`src/rtl/nand_cpb_pkg.sv`:
```
package nand_cpb_pkg;

  typedef enum logic [1:0] {
    BK_CMD  = 2'd0,
    BK_ADDR = 2'd1,
    BK_WDAT = 2'd2,
    BK_RDAT = 2'd3
  } bus_kind_e;

  typedef enum logic [1:0] {
    RES_PASS  = 2'd0,
    RES_PFAIL = 2'd1,
    RES_TMO   = 2'd2
  } res_e;

  localparam logic [7:0] OP_LOAD    = 8'h00;
  localparam logic [7:0] OP_LOADCPY = 8'h35;
  localparam logic [7:0] OP_CPYPROG = 8'h85;
  localparam logic [7:0] OP_CONFIRM = 8'h10;
  localparam logic [7:0] OP_STATUS  = 8'h70;

  localparam int ST_BIT_READY = 6;
  localparam int ST_BIT_FAIL  = 0;

  // Outcome of one status byte once the device reports ready.
  function automatic res_e status_result(input logic [7:0] sb);
    return sb[ST_BIT_FAIL] ? RES_PFAIL : RES_PASS;
  endfunction

endpackage

```
`src/rtl/nand_cpb_strobe.sv`:
```
module nand_cpb_strobe
  import nand_cpb_pkg::*;
#(
  parameter int T_LO = 2,
  parameter int T_HI = 2
) (
  input  logic      clk,
  input  logic      rst_n,
  input  logic      go,
  input  bus_kind_e kind,
  input  logic [7:0] wbyte,
  input  logic [7:0] io_in,
  output logic      idle,
  output logic      cyc_done,
  output logic [7:0] rbyte,
  output logic      cle,
  output logic      ale,
  output logic      we_n,
  output logic      re_n,
  output logic [7:0] io_out,
  output logic      io_oe
);
  localparam int TMAX  = (T_LO > T_HI) ? T_LO : T_HI;
  localparam int CW    = $clog2(TMAX + 1);
  localparam int RUN_W = $clog2(TMAX + 2) + 1;

  typedef enum logic [1:0] {PH_IDLE, PH_LO, PH_HI} phase_e;

  phase_e    ph;
  logic [CW-1:0] cnt;
  bus_kind_e kind_q;
  logic [7:0] byte_q;

  always_ff @(posedge clk or negedge rst_n) begin
    if (!rst_n) begin
      ph     <= PH_IDLE;
      cnt    <= '0;
      kind_q <= BK_CMD;
      byte_q <= '0;
      rbyte  <= '0;
    end else begin
      case (ph)
        PH_IDLE: if (go) begin
          ph     <= PH_LO;
          cnt    <= CW'(T_LO - 1);
          kind_q <= kind;
          byte_q <= wbyte;
        end
        PH_LO: if (cnt == '0) begin
          ph  <= PH_HI;
          cnt <= CW'(T_HI - 1);
          if (kind_q == BK_RDAT) rbyte <= io_in;
        end else begin
          cnt <= cnt - 1'b1;
        end
        PH_HI: if (cnt == '0) ph <= PH_IDLE;
               else cnt <= cnt - 1'b1;
        default: ph <= PH_IDLE;
      endcase
    end
  end

  assign idle     = (ph == PH_IDLE);
  assign cyc_done = (ph == PH_HI) && (cnt == '0);
  assign cle      = (ph != PH_IDLE) && (kind_q == BK_CMD);
  assign ale      = (ph != PH_IDLE) && (kind_q == BK_ADDR);
  assign we_n     = !((ph == PH_LO) && (kind_q != BK_RDAT));
  assign re_n     = !((ph == PH_LO) && (kind_q == BK_RDAT));
  assign io_out   = byte_q;
  assign io_oe    = (ph != PH_IDLE) && (kind_q != BK_RDAT);

  // Pulse-width observers for the checks below.
  logic strobe_lo;
  logic [RUN_W-1:0] lo_run, hi_run;
  assign strobe_lo = !we_n || !re_n;

  always_ff @(posedge clk or negedge rst_n) begin
    if (!rst_n) begin
      lo_run <= '0;
      hi_run <= '1;
    end else if (strobe_lo) begin
      lo_run <= (lo_run == '1) ? lo_run : lo_run + 1'b1;
      hi_run <= '0;
    end else begin
      lo_run <= '0;
      hi_run <= (hi_run == '1) ? hi_run : hi_run + 1'b1;
    end
  end

  assert_lo_width_R9: assert property (@(posedge clk) disable iff (!rst_n)
    $fell(strobe_lo) |-> (int'(lo_run) >= T_LO));
  assert_hi_width_R9: assert property (@(posedge clk) disable iff (!rst_n)
    $rose(strobe_lo) |-> (int'(hi_run) >= T_HI));
  assert_cle_ale_excl_R11: assert property (@(posedge clk) disable iff (!rst_n)
    !(cle && ale));
  assert_bus_dir_R11: assert property (@(posedge clk) disable iff (!rst_n)
    !(io_oe && !re_n));

endmodule

```
`src/rtl/nand_cpb_waiter.sv`:
```
module nand_cpb_waiter #(
  parameter int LIMIT = 1000,
  parameter int HOLD  = 2
) (
  input  logic clk,
  input  logic rst_n,
  input  logic en,
  input  logic rb,
  output logic ready_ok,
  output logic expired
);
  localparam int CNT_W = $clog2(LIMIT + 1);

  logic [CNT_W-1:0] cnt;

  always_ff @(posedge clk or negedge rst_n) begin
    if (!rst_n)                    cnt <= '0;
    else if (!en)                  cnt <= '0;
    else if (cnt != CNT_W'(LIMIT)) cnt <= cnt + 1'b1;
  end

  assign ready_ok = en && (cnt >= CNT_W'(HOLD)) && rb;
  assign expired  = en && (cnt == CNT_W'(LIMIT)) && !ready_ok;

  assert_no_early_expiry_R10: assert property (@(posedge clk) disable iff (!rst_n)
    (en && !$past(en)) |-> !expired);

endmodule

```
`src/rtl/nand_cpb_seq.sv`:
```
module nand_cpb_seq
  import nand_cpb_pkg::*;
#(
  parameter int T_LO         = 2,
  parameter int T_HI         = 2,
  parameter int BUSY_TIMEOUT = 100000,
  parameter int WB_HOLD      = 2,
  parameter int COL_BYTES    = 2,
  parameter int ROW_BYTES    = 3,
  parameter int LEN_W        = 16
) (
  input  logic                   clk,
  input  logic                   rst_n,
  input  logic                   start,
  input  logic [8*COL_BYTES-1:0] src_col,
  input  logic [8*ROW_BYTES-1:0] src_row,
  input  logic [8*COL_BYTES-1:0] dst_col,
  input  logic [8*ROW_BYTES-1:0] dst_row,
  input  logic [LEN_W-1:0]       rd_len,
  input  logic                   use_poll,
  input  logic                   has_patch,
  output logic                   busy,
  output logic                   done,
  output logic [1:0]             result,
  output logic                   rd_valid,
  output logic [7:0]             rd_data,
  input  logic                   patch_valid,
  output logic                   patch_ready,
  input  logic                   patch_seg,
  input  logic                   patch_last,
  input  logic [8*COL_BYTES-1:0] patch_col,
  input  logic [7:0]             patch_data,
  output logic                   nand_ce_n,
  output logic                   nand_cle,
  output logic                   nand_ale,
  output logic                   nand_we_n,
  output logic                   nand_re_n,
  output logic [7:0]             nand_io_out,
  output logic                   nand_io_oe,
  input  logic [7:0]             nand_io_in,
  input  logic                   nand_rb
);
  localparam int COL_W    = 8 * COL_BYTES;
  localparam int ROW_W    = 8 * ROW_BYTES;
  localparam int ADDR_W   = COL_W + ROW_W;
  localparam int ADDR_CYC = COL_BYTES + ROW_BYTES;
  localparam int IDX_W    = $clog2(ADDR_CYC + 1);

  typedef enum logic [3:0] {
    ST_IDLE, ST_C00, ST_SADR, ST_C35, ST_WRD, ST_RDOUT, ST_C85, ST_TADR,
    ST_PWAIT, ST_PC85, ST_PCOL, ST_PDAT, ST_C10, ST_WPG, ST_C70, ST_STAT
  } state_e;

  // Byte i of a packed {row, col} address, column bytes first.
  function automatic logic [7:0] addr_byte(input logic [ADDR_W-1:0] a,
                                           input logic [IDX_W-1:0] i);
    return a[8*int'(i) +: 8];
  endfunction

  state_e            state;
  logic [ADDR_W-1:0] src_a, dst_a;
  logic [LEN_W-1:0]  rd_left;
  logic [IDX_W-1:0]  idx;
  logic              poll_q, patch_q, pend;
  logic [COL_W-1:0]  pcol_q;
  logic [7:0]        pdat_q;
  logic              plast_q;

  // Named internal events
  logic      bus_req, bus_go, st_idle, cyc_done, step;
  bus_kind_e bus_kind;
  logic [7:0] bus_byte, rbyte;
  logic      wt_en, wt_ok, wt_exp;

  always_comb begin
    bus_req  = 1'b1;
    bus_kind = BK_CMD;
    bus_byte = 8'h00;
    case (state)
      ST_C00:   bus_byte = OP_LOAD;
      ST_SADR:  begin bus_kind = BK_ADDR; bus_byte = addr_byte(src_a, idx); end
      ST_C35:   bus_byte = OP_LOADCPY;
      ST_RDOUT: bus_kind = BK_RDAT;
      ST_C85:   bus_byte = OP_CPYPROG;
      ST_TADR:  begin bus_kind = BK_ADDR; bus_byte = addr_byte(dst_a, idx); end
      ST_PC85:  bus_byte = OP_CPYPROG;
      ST_PCOL:  begin bus_kind = BK_ADDR; bus_byte = pcol_q[8*int'(idx) +: 8]; end
      ST_PDAT:  begin bus_kind = BK_WDAT; bus_byte = pdat_q; end
      ST_C10:   bus_byte = OP_CONFIRM;
      ST_C70:   bus_byte = OP_STATUS;
      ST_STAT:  bus_kind = BK_RDAT;
      default:  bus_req = 1'b0;
    endcase
  end

  assign bus_go = bus_req && st_idle && !pend;
  assign step   = pend && cyc_done;
  assign wt_en  = (state == ST_WRD) || (state == ST_WPG) || (state == ST_STAT);

  always_ff @(posedge clk or negedge rst_n) begin
    if (!rst_n) begin
      state   <= ST_IDLE;
      src_a   <= '0;
      dst_a   <= '0;
      rd_left <= '0;
      idx     <= '0;
      poll_q  <= 1'b0;
      patch_q <= 1'b0;
      pend    <= 1'b0;
      pcol_q  <= '0;
      pdat_q  <= '0;
      plast_q <= 1'b0;
      done    <= 1'b0;
      result  <= RES_PASS;
      rd_valid <= 1'b0;
      rd_data  <= '0;
    end else begin
      done     <= 1'b0;
      rd_valid <= 1'b0;
      if (bus_go) pend <= 1'b1;
      if (step)   pend <= 1'b0;
      case (state)
        ST_IDLE: if (start) begin
          src_a   <= {src_row, src_col};
          dst_a   <= {dst_row, dst_col};
          rd_left <= rd_len;
          poll_q  <= use_poll;
          patch_q <= has_patch;
          idx     <= '0;
          state   <= ST_C00;
        end
        ST_C00: if (step) begin idx <= '0; state <= ST_SADR; end
        ST_SADR: if (step) begin
          if (idx == IDX_W'(ADDR_CYC - 1)) state <= ST_C35;
          else idx <= idx + 1'b1;
        end
        ST_C35: if (step) state <= ST_WRD;
        ST_WRD: begin
          if (wt_ok) state <= (rd_left == '0) ? ST_C85 : ST_RDOUT;
          else if (wt_exp) begin
            state <= ST_IDLE; done <= 1'b1; result <= RES_TMO; pend <= 1'b0;
          end
        end
        ST_RDOUT: if (step) begin
          rd_valid <= 1'b1;
          rd_data  <= rbyte;
          rd_left  <= rd_left - 1'b1;
          if (rd_left == LEN_W'(1)) state <= ST_C85;
        end
        ST_C85: if (step) begin idx <= '0; state <= ST_TADR; end
        ST_TADR: if (step) begin
          if (idx == IDX_W'(ADDR_CYC - 1)) state <= patch_q ? ST_PWAIT : ST_C10;
          else idx <= idx + 1'b1;
        end
        ST_PWAIT: if (patch_valid) begin
          pcol_q  <= patch_col;
          pdat_q  <= patch_data;
          plast_q <= patch_last;
          idx     <= '0;
          state   <= patch_seg ? ST_PC85 : ST_PDAT;
        end
        ST_PC85: if (step) begin idx <= '0; state <= ST_PCOL; end
        ST_PCOL: if (step) begin
          if (idx == IDX_W'(COL_BYTES - 1)) state <= ST_PDAT;
          else idx <= idx + 1'b1;
        end
        ST_PDAT: if (step) state <= plast_q ? ST_C10 : ST_PWAIT;
        ST_C10:  if (step) state <= poll_q ? ST_C70 : ST_WPG;
        ST_WPG: begin
          if (wt_ok) state <= ST_C70;
          else if (wt_exp) begin
            state <= ST_IDLE; done <= 1'b1; result <= RES_TMO; pend <= 1'b0;
          end
        end
        ST_C70: if (step) state <= ST_STAT;
        ST_STAT: begin
          if (wt_exp) begin
            state <= ST_IDLE; done <= 1'b1; result <= RES_TMO; pend <= 1'b0;
          end else if (step && rbyte[ST_BIT_READY]) begin
            state <= ST_IDLE; done <= 1'b1; result <= status_result(rbyte);
          end
        end
        default: state <= ST_IDLE;
      endcase
    end
  end

  nand_cpb_strobe #(.T_LO(T_LO), .T_HI(T_HI)) u_strobe (
    .clk(clk), .rst_n(rst_n), .go(bus_go), .kind(bus_kind), .wbyte(bus_byte),
    .io_in(nand_io_in), .idle(st_idle), .cyc_done(cyc_done), .rbyte(rbyte),
    .cle(nand_cle), .ale(nand_ale), .we_n(nand_we_n), .re_n(nand_re_n),
    .io_out(nand_io_out), .io_oe(nand_io_oe)
  );

  nand_cpb_waiter #(.LIMIT(BUSY_TIMEOUT), .HOLD(WB_HOLD)) u_waiter (
    .clk(clk), .rst_n(rst_n), .en(wt_en), .rb(nand_rb),
    .ready_ok(wt_ok), .expired(wt_exp)
  );

  assign busy        = (state != ST_IDLE);
  assign patch_ready = (state == ST_PWAIT);
  assign nand_ce_n   = !(busy || !st_idle);

  assert_done_pulse_R8: assert property (@(posedge clk) disable iff (!rst_n)
    done |=> !done);
  assert_done_idle_R8: assert property (@(posedge clk) disable iff (!rst_n)
    done |-> !busy);
  assert_ready_in_op_R4: assert property (@(posedge clk) disable iff (!rst_n)
    patch_ready |-> (busy && patch_q));
  assert_timeout_end_R10: assert property (@(posedge clk) disable iff (!rst_n)
    (wt_en && wt_exp) |=> (done && result == RES_TMO));
  assert_no_cmd_in_poll_R7: assert property (@(posedge clk) disable iff (!rst_n)
    (state == ST_STAT) |-> !nand_cle);
  assert_wait_before_read_R2: assert property (@(posedge clk) disable iff (!rst_n)
    (state == ST_WRD && !nand_rb) |=> (state != ST_RDOUT && state != ST_C85));

endmodule

```
`config.mk`:
```
export PLATFORM = sky130hd
export DESIGN_NAME = nand_cpb_seq
export DESIGN_NICKNAME = d
export VERILOG_FILES = /design/src/rtl/nand_cpb_pkg.sv /design/src/rtl/nand_cpb_strobe.sv /design/src/rtl/nand_cpb_waiter.sv /design/src/rtl/nand_cpb_seq.sv
export SDC_FILE = /design/constraint.sdc
export NUM_CORES = 1
export LEC_CHECK = 0
export ABC_AREA = 1
export CAP_MARGIN = 20
export CORE_UTILIZATION = 28
export CTS_CLUSTER_DIAMETER = 60
export DETAILED_ROUTE_END_ITERATION = 8
export PLACE_DENSITY_LB_ADDON = 0.1
export SETUP_SLACK_MARGIN = 0.15
export SLEW_MARGIN = 15
export SYNTH_ARGS = -nofsm -noshare
export SYNTH_HDL_FRONTEND = slang
export SYNTH_SLANG_ARGS = --single-unit
```
`constraint.sdc`:
```
create_clock -name clk -period 1.56 [get_ports clk]
set_input_delay 0.312 -clock clk [delete_from_list [all_inputs] [get_ports clk]]
set_output_delay 0.312 -clock clk [all_outputs]
set_load 0.02 [all_outputs]
```
Word-level counts from Yosys, hierarchy flattened

Cells that the tools add are included.

Output and inout bits: 28
Logic and storage cells: 204
Bits in registers: 182
Bits of input ports: 137

Mux-type cells: 69
Shifts and indexed selects: 3
$add $sub $neg: 4
Equal/unequal tests: 54
Reduce and logical (&&, ||, !) cells: 52
Magnitude comparators: 1

Operators by type and width:

| cell                                                                    | count |
|---|---|
| 4-bit two-way mux                                                       | 22 |
| 40-bit by 7-bit variable part select with 8-bit output                  | 2 |
| 4-bit case mux with 16 select lines                                     | 1 |
| 8-bit case mux with 8 select lines                                      | 1 |
| 2-bit inequality test (second input constant)                           | 24 |
| 17-bit two-way mux                                                      | 2 |
| 4-bit == test (second input constant)                                   | 8 |
| 16-bit two-way mux                                                      | 2 |
| 16-bit case mux with 2 select lines                                     | 1 |
| 3-bit two-way mux                                                       | 9 |
| 2-bit two-way mux                                                       | 12 |
| 2-bit case mux with 3 select lines                                      | 3 |
| 18-bit AND reduction                                                    | 1 |
| 17-bit by 1-bit adder with 17-bit output (second input constant)        | 1 |
| 17-bit == test (second input constant)                                  | 1 |
| 17-bit by 2-bit >= comparator with 1-bit output (second input constant) | 1 |
| 17-bit inequality test (second input constant)                          | 1 |
| 16-bit by 1-bit == test with 1-bit output (second input constant)       | 1 |
| 4-bit by 3-bit == test with 1-bit output (second input constant)        | 4 |
| 16-bit logical NOT                                                      | 1 |
| 16-bit by 7-bit variable part select with 8-bit output                  | 1 |
| 16-bit by 1-bit subtractor with 16-bit output (second input constant)   | 1 |
| 3-bit case mux with 5 select lines                                      | 1 |
| 1-bit logical AND                                                       | 14 |
| other kinds (28)                                                        | 68 |

Longest topological paths before layout

Gate-level depths: netlist of the first run.

Depth in word-level cells: 10
Mapped depth: 17
Mapped depth without buffers: 15

Modules after synthesis

A second synthesis of the first run with hierarchy kept.

Cells, all modules: 1251
Area, all modules: 9593.0 µm²

By module, submodules not included:

| module          | instances | cells an instance | area each (µm²) | sequential area each (µm²) |
|---|---|---|---|---|
| nand_cpb_seq    | 1         | 935               | 7288.2          | 3578.4 |
| nand_cpb_waiter | 1         | 182               | 1183.6          | 425.4 |
| nand_cpb_strobe | 1         | 134               | 1121.1          | 550.5 |

Least setup slack after synthesis of the first run

OpenSTA, ideal clock, no wires.

Path type: register to register
From: reg state[0]
To: reg pcol_q[3]
Data arrival time: 1.829 ns
Library setup time: 0.128 ns
Clock period less this slack: 1.957 ns
Stages on the path, launching flop included: 8
Required time: 1.432 ns
Path slack: -0.397 ns
Path buffers: 2
Path through: dfrtp_1 buf_2 inv_1 nand2_1 nor2_1 nand2_2 buf_2 mux2_1

Word-level cells in the longest chain between the ends: 2

RTL lines:

| element                              | RTL line            | source |
|---|---|---|
| start, declared                      | nand_cpb_seq.sv:60  | `state_e state;` |
| start signal, assigned               | nand_cpb_seq.sv:139 | `if (wt_ok) state <= (rd_left == '0) ? ST_C85 : ST_RDOUT;` |
| start signal, assigned               | nand_cpb_seq.sv:152 | `if (idx == IDX_W'(ADDR_CYC - 1)) state <= patch_q ? ST_PWAIT : ST_C10;` |
| start signal, assigned               | nand_cpb_seq.sv:160 | `state <= patch_seg ? ST_PC85 : ST_PDAT;` |
| 4-bit == test                        | -                   |  |
| via patch_ready                      | nand_cpb_seq.sv:28  | `output logic patch_ready,` |
| 2-bit AND reduction (no source line) | -                   |  |
| end signal, assigned                 | nand_cpb_seq.sv:156 | `pcol_q <= patch_col;` |
| end, declared                        | nand_cpb_seq.sv:65  | `logic [COL_W-1:0] pcol_q;` |

The timed path passes the listed nets, and every way through them passes these cells.
A chain may end at the register's enable or synchronous reset.

Final worst setup path of the first run

From: reg state[3]
To: reg rd_left[1]

Word-level cells in the longest chain between the ends: 3
Elaborated cells on any way between the ends: 7
Those cells by class: eq/ne (3); mux (1); reduce/logical (3)

RTL lines:

| element                                                                              | RTL line            | source |
|---|---|---|
| 4-bit by 3-bit == test with 1-bit output / 4-bit logical NOT (equally long branches) | nand_cpb_seq.sv:122 | `case (state)` |
| 2-bit inequality test (no source line) / 2-bit nonzero test (equally long branches)  | -                   |  |
| 3-bit AND reduction (no source line)                                                 | -                   |  |
| end signal, assigned                                                                 | nand_cpb_seq.sv:126 | `rd_left <= rd_len;` |
| end signal, assigned                                                                 | nand_cpb_seq.sv:147 | `rd_left <= rd_left - 1'b1;` |
| end, declared                                                                        | nand_cpb_seq.sv:62  | `logic [LEN_W-1:0] rd_left;` |

Parallel ways exist; a longest one is shown, timed or not.

==> results of run 1 <==
[sequential cells by signal, summed over array words and instances, names as in the netlist, 2 cells and up]
| register | flops |
|---|---|
| u_waiter.cnt | 17 |
| dst_a | 40 |
| u_strobe.cnt | 2 |
| state | 4 |
| u_strobe.ph | 2 |
| result | 2 |
| u_strobe.io_out | 8 |
| pdat_q | 8 |
| u_strobe.kind_q | 2 |
| pcol_q | 16 |
| rd_data | 8 |
| rd_left | 16 |
| idx | 3 |
| src_a | 40 |
| u_strobe.rbyte | 8 |
[layer usage]
layer  GRT usage, %  wire length, um
met5              0                0
met4           5.84              746
met3           2.60              999
met2           33.4            16000
met1           25.7            15100
[cell usage in the layout (no fill, tap or decap), drive strengths merged, types with 6 or more instances in the layout]
master and count:
a21oi 46, buf 260, clkbuf 24, clkdlybuf4s50 135
clkinv 6, dfrtp 182, ha 14, inv 117
mux2 22, nand2 534, nand3 73, nand4 11
nor2 111, nor3 7, o21ai 78
[timing repair]
action	CTS	global route
buffers inserted	41	17
hold endpoints to repair	28	0
pin swaps	53	68
gates resized for setup	253	161
gates cloned	8	6
hold buffers	1	0
endpoints found under the setup margin	209	195
[metrics by stage]
step                      instances  setup TNS [ps]  hold slack [ps]  utilization [%]  setup slack [ps]
after floorplan                1272           -3430             16.4                -             -53.2
after global placement         2005          -29610              277             39.8              -362
after detailed placement       2005          -31730              280             39.8              -347
after CTS                      2086          -28310              363             44.8              -340
after global routing           2109          -60420              392             47.3              -511
final                          2109          -43800              364             47.3              -390
[worst max-delay path by stage]
stage                     cells after the start                 start                              to  slack [ps]
after global placement                       12  state[0]$_DFFE_PN0P_            state[1]$_DFFE_PN0P_        -360
after global routing                         15  state[2]$_DFFE_PN0P_  u_strobe.io_out[2]$_DFFE_PN0P_        -510
final                                        13  state[3]$_DFFE_PN0P_          rd_left[1]$_DFFE_PN0P_        -390
after CTS                                    19  state[3]$_DFFE_PN0P_  u_strobe.io_out[0]$_DFFE_PN0P_        -340
after floorplan                              12  state[3]$_DFFE_PN0P_            state[0]$_DFFE_PN0P_         -50
after detailed placement                     12  state[0]$_DFFE_PN0P_            state[3]$_DFFE_PN0P_        -350
[worst reg2reg max path, cell delays in order (launching register included)]
cell	delay (ps)
dfrtp_2	440
buf_6	130
inv_4	50
nand2_4	50
buf_4	140
buf_12	120
nor2_4	130
inv_4	60
nor2_4	110
inv_4	60
nand2_8	110
buf_12	120
bufbuf_16	240
o21ai_1	50
[power groups by stage]
stage | clock [W] | combinational, W | sequential, W
CTS | 0.00448 | 0.0101 | 0.00735
global route | 0.00465 | 0.0121 | 0.00755
finish | 0.00437 | 0.0109 | 0.00738
detailed placement | 0 | 0.00858 | 0.00743
global placement | 0 | 0.00852 | 0.00744
floorplan | 0 | 0.00520 | 0.00710
[layout make-up]
cell class,instances,area [um2]
inverter,115,469
clock inverter,13,146
multi-input combinational,929,5220
clock buffer,18,429
tap,442,553
fill,3258,17300
sequential,182,4560
timing repair buffer,410,4190
[logic make-up after synthesis]
kind of cell / synth area share (%)
AND/OR/NAND/NOR: 31.8
flip-flops: 48.3
buffers and inverters: 6.89
AO/OA/AOI/OAI: 8.27
multiplexers: 2.62
adder cells (fa/ha/maj): 1.86
XOR/XNOR: 0.278
==> qor.yml, run 1 <==
status: "finished, violations left"
violations: "negative setup slack"
syn_avg_cell_area_um2: 7.42
grt_pass1_vias: 9689
hpwl_mm: 22.9
cts_tree: "built"
drive_above_1_share_pct: 31.7
fin_crit_ps: 1950
reg2reg_slack_ps: -390
area_growth_syn_to_layout_pct: 64.8
gp_congestion: 0.833
floorplan.initialDensity_pct: 28.7
synth_most_common_cell: "nand2_1"
routed_wl_mm: 32.9
row_count: 66
synth-edff-count: 0
reg2reg_to: "rd_left[1]$_DFFE_PN0P_"
power_w: 0.0227
synth-async-reset-ratio_pct: 100
timing.final.ws_setup_ps: -390
power_leakage_nw: 7.63
synth.area.top_cells: "dfrtp_1 48%, nand2_1 21%, inv_1 4.1%"
synthTopCellsByCount: "529 x nand2_1, 182 x dfrtp_1, 102 x inv_1, 100 x nor2_1, 75 x o21ai_0"
cp.required_ps: 1880
io_buffer_count: 164
die-area_mm2: 0.0344
cts_inserted_buffers: 17
cts_max_level: 4
p_int_w: 0.0137
fmax_mhz: 513
combPwrFrac_pct: 48.1
antenna_found_initial: 0
synth_top_area_share_pct: 48.3
setup.worst_path.start_class: "flop"
p_sw_w: 0.00897
crit_family: "buffers and inverters"
r2r-start: "state[3]$_DFFE_PN0P_"
p_seq_share_pct: 32.6
cts_buffer_depth: 2
worstPathArrival_ps: 2270
path_class: "flop to flop"
slew_viol_final: 0
path_cells: "buf_6 > inv_4 > nand2_4 > buf_4 > buf_12 > nor2_4 > inv_4 > nor2_4 > inv_4 > nand2_8 > buf_12 > bufbuf_16 > o21ai_1"
drc: 0
crit_path_end_kind: "flop"
ys_ff_latch: 182
wl_per_cell_um: 15.6
path_buf_inv: 8
path_max_fanout: 6
crit_path_frequent_cell: "inv_4"
vias: 9476
syn-cell-area_mm2: 0.00944
rsz0062_at_grt: "yes"
clkPwrFrac_pct: 19.3
drt-initial-drc-count: 379
timing.final.crit_share_pct: 125
dpl_cell_area_mm2: 0.0131
insertion_delay_ps: 440
die_w_um: 186
holdCritPathClass: "input pin to async pin"
syn_nets: 1423
seq_area_frac_synth_pct: 48.3
clockRootBuffer: "clkbuf_16"
reg2regPathDepth: 13
worst_pin_slew_ps: 391
yosysTopAreaCell: "dfrtp_1"
viasPerCell: 4.49
postLayoutCellArea_mm2: 0.0156
slowest_delay_ps: 440
netSwitchingFraction_pct: 39.6
syn_inst: 1272
slew_headroom_pct: 74.0
die_y_um: 186
yosysUniqueCellTypes: 38
cpMaxStageDelayCell: "dfrtp_2"
irDropWorstVdd_mv: 1.00
clk_pin_slew_ps: 80
ys.flop_type: "dfrtp_1"
nNetsFinal: 1806
hold_viol: 0
grt_usage_pct: 19.6
grt_first_pass_wirelength_mm: 51.9
cts_sinks: 182
core_area_mm2: 0.0329
grt_max_degree: 38
fin_worst_skew_ps: 13.1
io_pins: 165
finalSetupViolCount: 179
n_antenna_cell: 0
ys_warn_count: 0
p_per_area_mw_per_mm2: 1460
gr-total-overflow: 0
drv_cap: 0
ant_nets: 0
first_pass_iters: 5
Note: power is estimated with default switching activity, not from simulation.
==> run 2: changes to the inputs <==
--- a/config.mk
+++ b/config.mk
@@ -7,7 +7,8 @@
 export LEC_CHECK = 0
 export ABC_AREA = 1
 export CAP_MARGIN = 20
-export CORE_UTILIZATION = 28
+export CORE_ASPECT_RATIO = 0.9
+export CORE_UTILIZATION = 30
 export CTS_CLUSTER_DIAMETER = 60
 export DETAILED_ROUTE_END_ITERATION = 8
 export PLACE_DENSITY_LB_ADDON = 0.1
==> qor.yml, run 2 (synthesis gave the netlist of run 1 again) <==
hold_viol: 0  # unchanged
setup.worst_path.start_class: "flop"
n_antenna_cell: 0  # unchanged
cts_buffer_depth: 2  # unchanged
timing.final.ws_setup_ps: -412  # -21.2 ps
path_buf_inv: 8  # unchanged
multi_input_area_mm2: 0.00549  # +5.2%
io_pins: 165  # unchanged
drt-initial-drc-count: 484  # +28%
core_area_mm2: 0.0309  # -6.0%
wl_per_cell_um: 16.5  # +5.5%
power_leakage_nw: 7.95  # +4.2%
path_max_fanout: 6  # unchanged
crit_family: "buffers and inverters"
fin_setup_tns_ps: -47850  # -4050 ps
crit_path_end_kind: "flop"
slowest_delay_ps: 430  # about the same
cts_sinks: 182  # unchanged
worstPathArrival_ps: 2300  # +30 ps
cts_max_level: 4  # unchanged
fmax_mhz: 507  # -1.1%
die_w_um: 189  # +1.8%
antenna_found_initial: 0  # unchanged
whs_ps: 349  # -15.7 ps
p_per_area_mw_per_mm2: 1490  # +2.5%
cp.required_ps: 1890  # about the same
fin_crit_ps: 1970  # +21.2 ps
first_pass_iters: 5  # unchanged
fin_worst_skew_ps: 15.6  # +2.43 ps
grt_first_pass_wirelength_mm: 54.6  # +5.2%
path_cells: "buf_4 > nor2_4 > inv_2 > nor2_4 > inv_4 > buf_6 > nor2_4 > clkinv_4 > buf_12 > buf_16 > buf_12 > nand2_2 > nand2_1"
clk_pin_slew_ps: 80  # about the same
io_buffer_count: 164  # unchanged
clockRootBuffer: "clkbuf_16"
worst_pin_slew_ps: 363  # -27.1 ps
grt_max_degree: 36  # -5.3%
slew_headroom_pct: 75.8  # +1.8 points
die_y_um: 170  # -8.3%
nNetsFinal: 1830  # +1.3%
finalSetupViolCount: 178  # -0.56%
grt_usage_pct: 21.9  # +2.3 points
crit_path_frequent_cell: "nor2_4"
slew_viol_final: 0  # unchanged
floorplan.initialDensity_pct: 30.5  # +1.8 points
num-fill-cells: 2909  # -11%
layout_commonest_cell: "nand2_1"
regArea_mm2: 0.00456  # about the same
grt_pass1_vias: 9982  # +3.0%
power_w: 0.0244  # +7.7%
die-area_mm2: 0.0322  # -6.6%
row_count: 61  # -7.6%
gr-total-overflow: 0  # unchanged
ant_nets: 0  # unchanged
cts_inserted_buffers: 17  # unchanged
rsz0062_at_grt: "yes"
top_regs: "dst_a: 40 flops, src_a: 40 flops, u_waiter.cnt: 17 flops"
routed_wl_mm: 34.6  # +5.1%
viasPerCell: 4.61  # +2.5%
cpMaxStageDelayCell: "dfrtp_2"
layout_common_cells: "386 x nand2_1, 177 x dfrtp_1, 148 x buf_4"
gp_congestion: 0.829  # -0.47%
vias: 9678  # +2.1%
drc: 0  # unchanged
violations: "negative setup slack"
drive_above_1_share_pct: 38.1  # +6.4 points
timing.final.crit_share_pct: 126  # +1.4 points
irDropWorstVdd_mv: 0.959  # -4.2%
insertion_delay_ps: 440  # about the same
holdCritPathClass: "input pin to async pin"
area_growth_syn_to_layout_pct: 73.3
path_class: "flop to flop"
cts_tree: "built"
status: "finished, violations left"
hpwl_mm: 23.1  # +1.0%
drv_cap: 0  # unchanged
==> run 2: cell types whose count changed in the layout (fill, tap and decap cells not counted), moves of 5 or more <==
cell / previous run / this run
o21ai_0: 33 / 17
mux2_1: 5 / 0
nand2_2: 40 / 120
buf_6: 47 / 61
buf_4: 165 / 148
dlygate4sd2_1: 5 / 0
mux2_4: 0 / 5
nand3_2: 17 / 10
o21ai_1: 34 / 42
buf_16: 7 / 20
nand2_1: 467 / 386
nand3_1: 51 / 58
buf_12: 26 / 36
o21ai_2: 11 / 19
==> run 2: path summary, 6_finish.rpt <==
path	from	cells after the start	end	slack [ps]
min reg2reg	u_strobe.io_out[2]$_DFFE_PN0P_	2	u_strobe.io_out[2]$_DFFE_PN0P_	480
min in group clk	dst_row[14]	3	dst_a[30]$_DFFE_PN0P_	410
min	rst_n	2	u_waiter.cnt[0]$_DFFE_PN0P_	350
max	state[3]$_DFFE_PN0P_	13	patch_q$_DFFE_PN0P_	-410
max reg2reg	state[3]$_DFFE_PN0P_	13	patch_q$_DFFE_PN0P_	-410
max in group asynchronous	rst_n	3	src_a[3]$_DFFE_PN0P_	610
==> run 2: layer usage <==
metal / routed length, um / GRT usage (%) / part of all wire (%)
met1: 15500 / 28.2 / 45
met2: 17300 / 37.4 / 50
met3: 1110 / 3.49 / 3.2
met4: 726 / 7.40 / 2.1
met5: 0 / 0 / 0
==> run 2: repair_timing <==
| item | 4_1_cts | 5_1_grt |
|---|---|---|
| buffers inserted | 44 | 19 |
| pin swaps | 61 | 51 |
| resized for setup | 456 | 134 |
| hold endpoints to repair | 27 | 0 |
| cloned | 24 | 4 |
| hold buffers | 1 | 0 |
| setup endpoints to repair | 209 | 198 |
==> run 2: per-stage QoR <==
| stage | std cells | setup WS [ps] | util (%) | cell area [um2] |
|---|---|---|---|---|
| global placement | 1977 | -391 | 42.4 | 13100 |
| finish | 2101 | -412 | 52.9 | 16400 |
| floorplan | 1272 | -53.2 | - | 9700 |
| CTS | 2078 | -277 | 50.7 | 15700 |
| global route | 2101 | -480 | 52.9 | 16400 |
| detailed placement | 1977 | -373 | 42.4 | 13100 |
==> run 2: where the power goes <==
group	leakage (nW)	internal [W]	total (W)	switching, W
clock	0.290	0.00233	0.00443	0.00210
sequential	2.28	0.00636	0.00760	0.00124
combinational	5.38	0.00614	0.0124	0.00624
total	7.95	0.0148	0.0244	0.00958
==> run 2: cell type report <==
class	instances	share of cell area (%)
repair inverters	1	0.0688
well taps	409	3.13
flip-flops and latches	182	27.9
inverters	115	2.90
repair buffers	430	28.8
clock buffers	19	2.71
multi-input cells	932	33.6
clock inverters	13	0.925
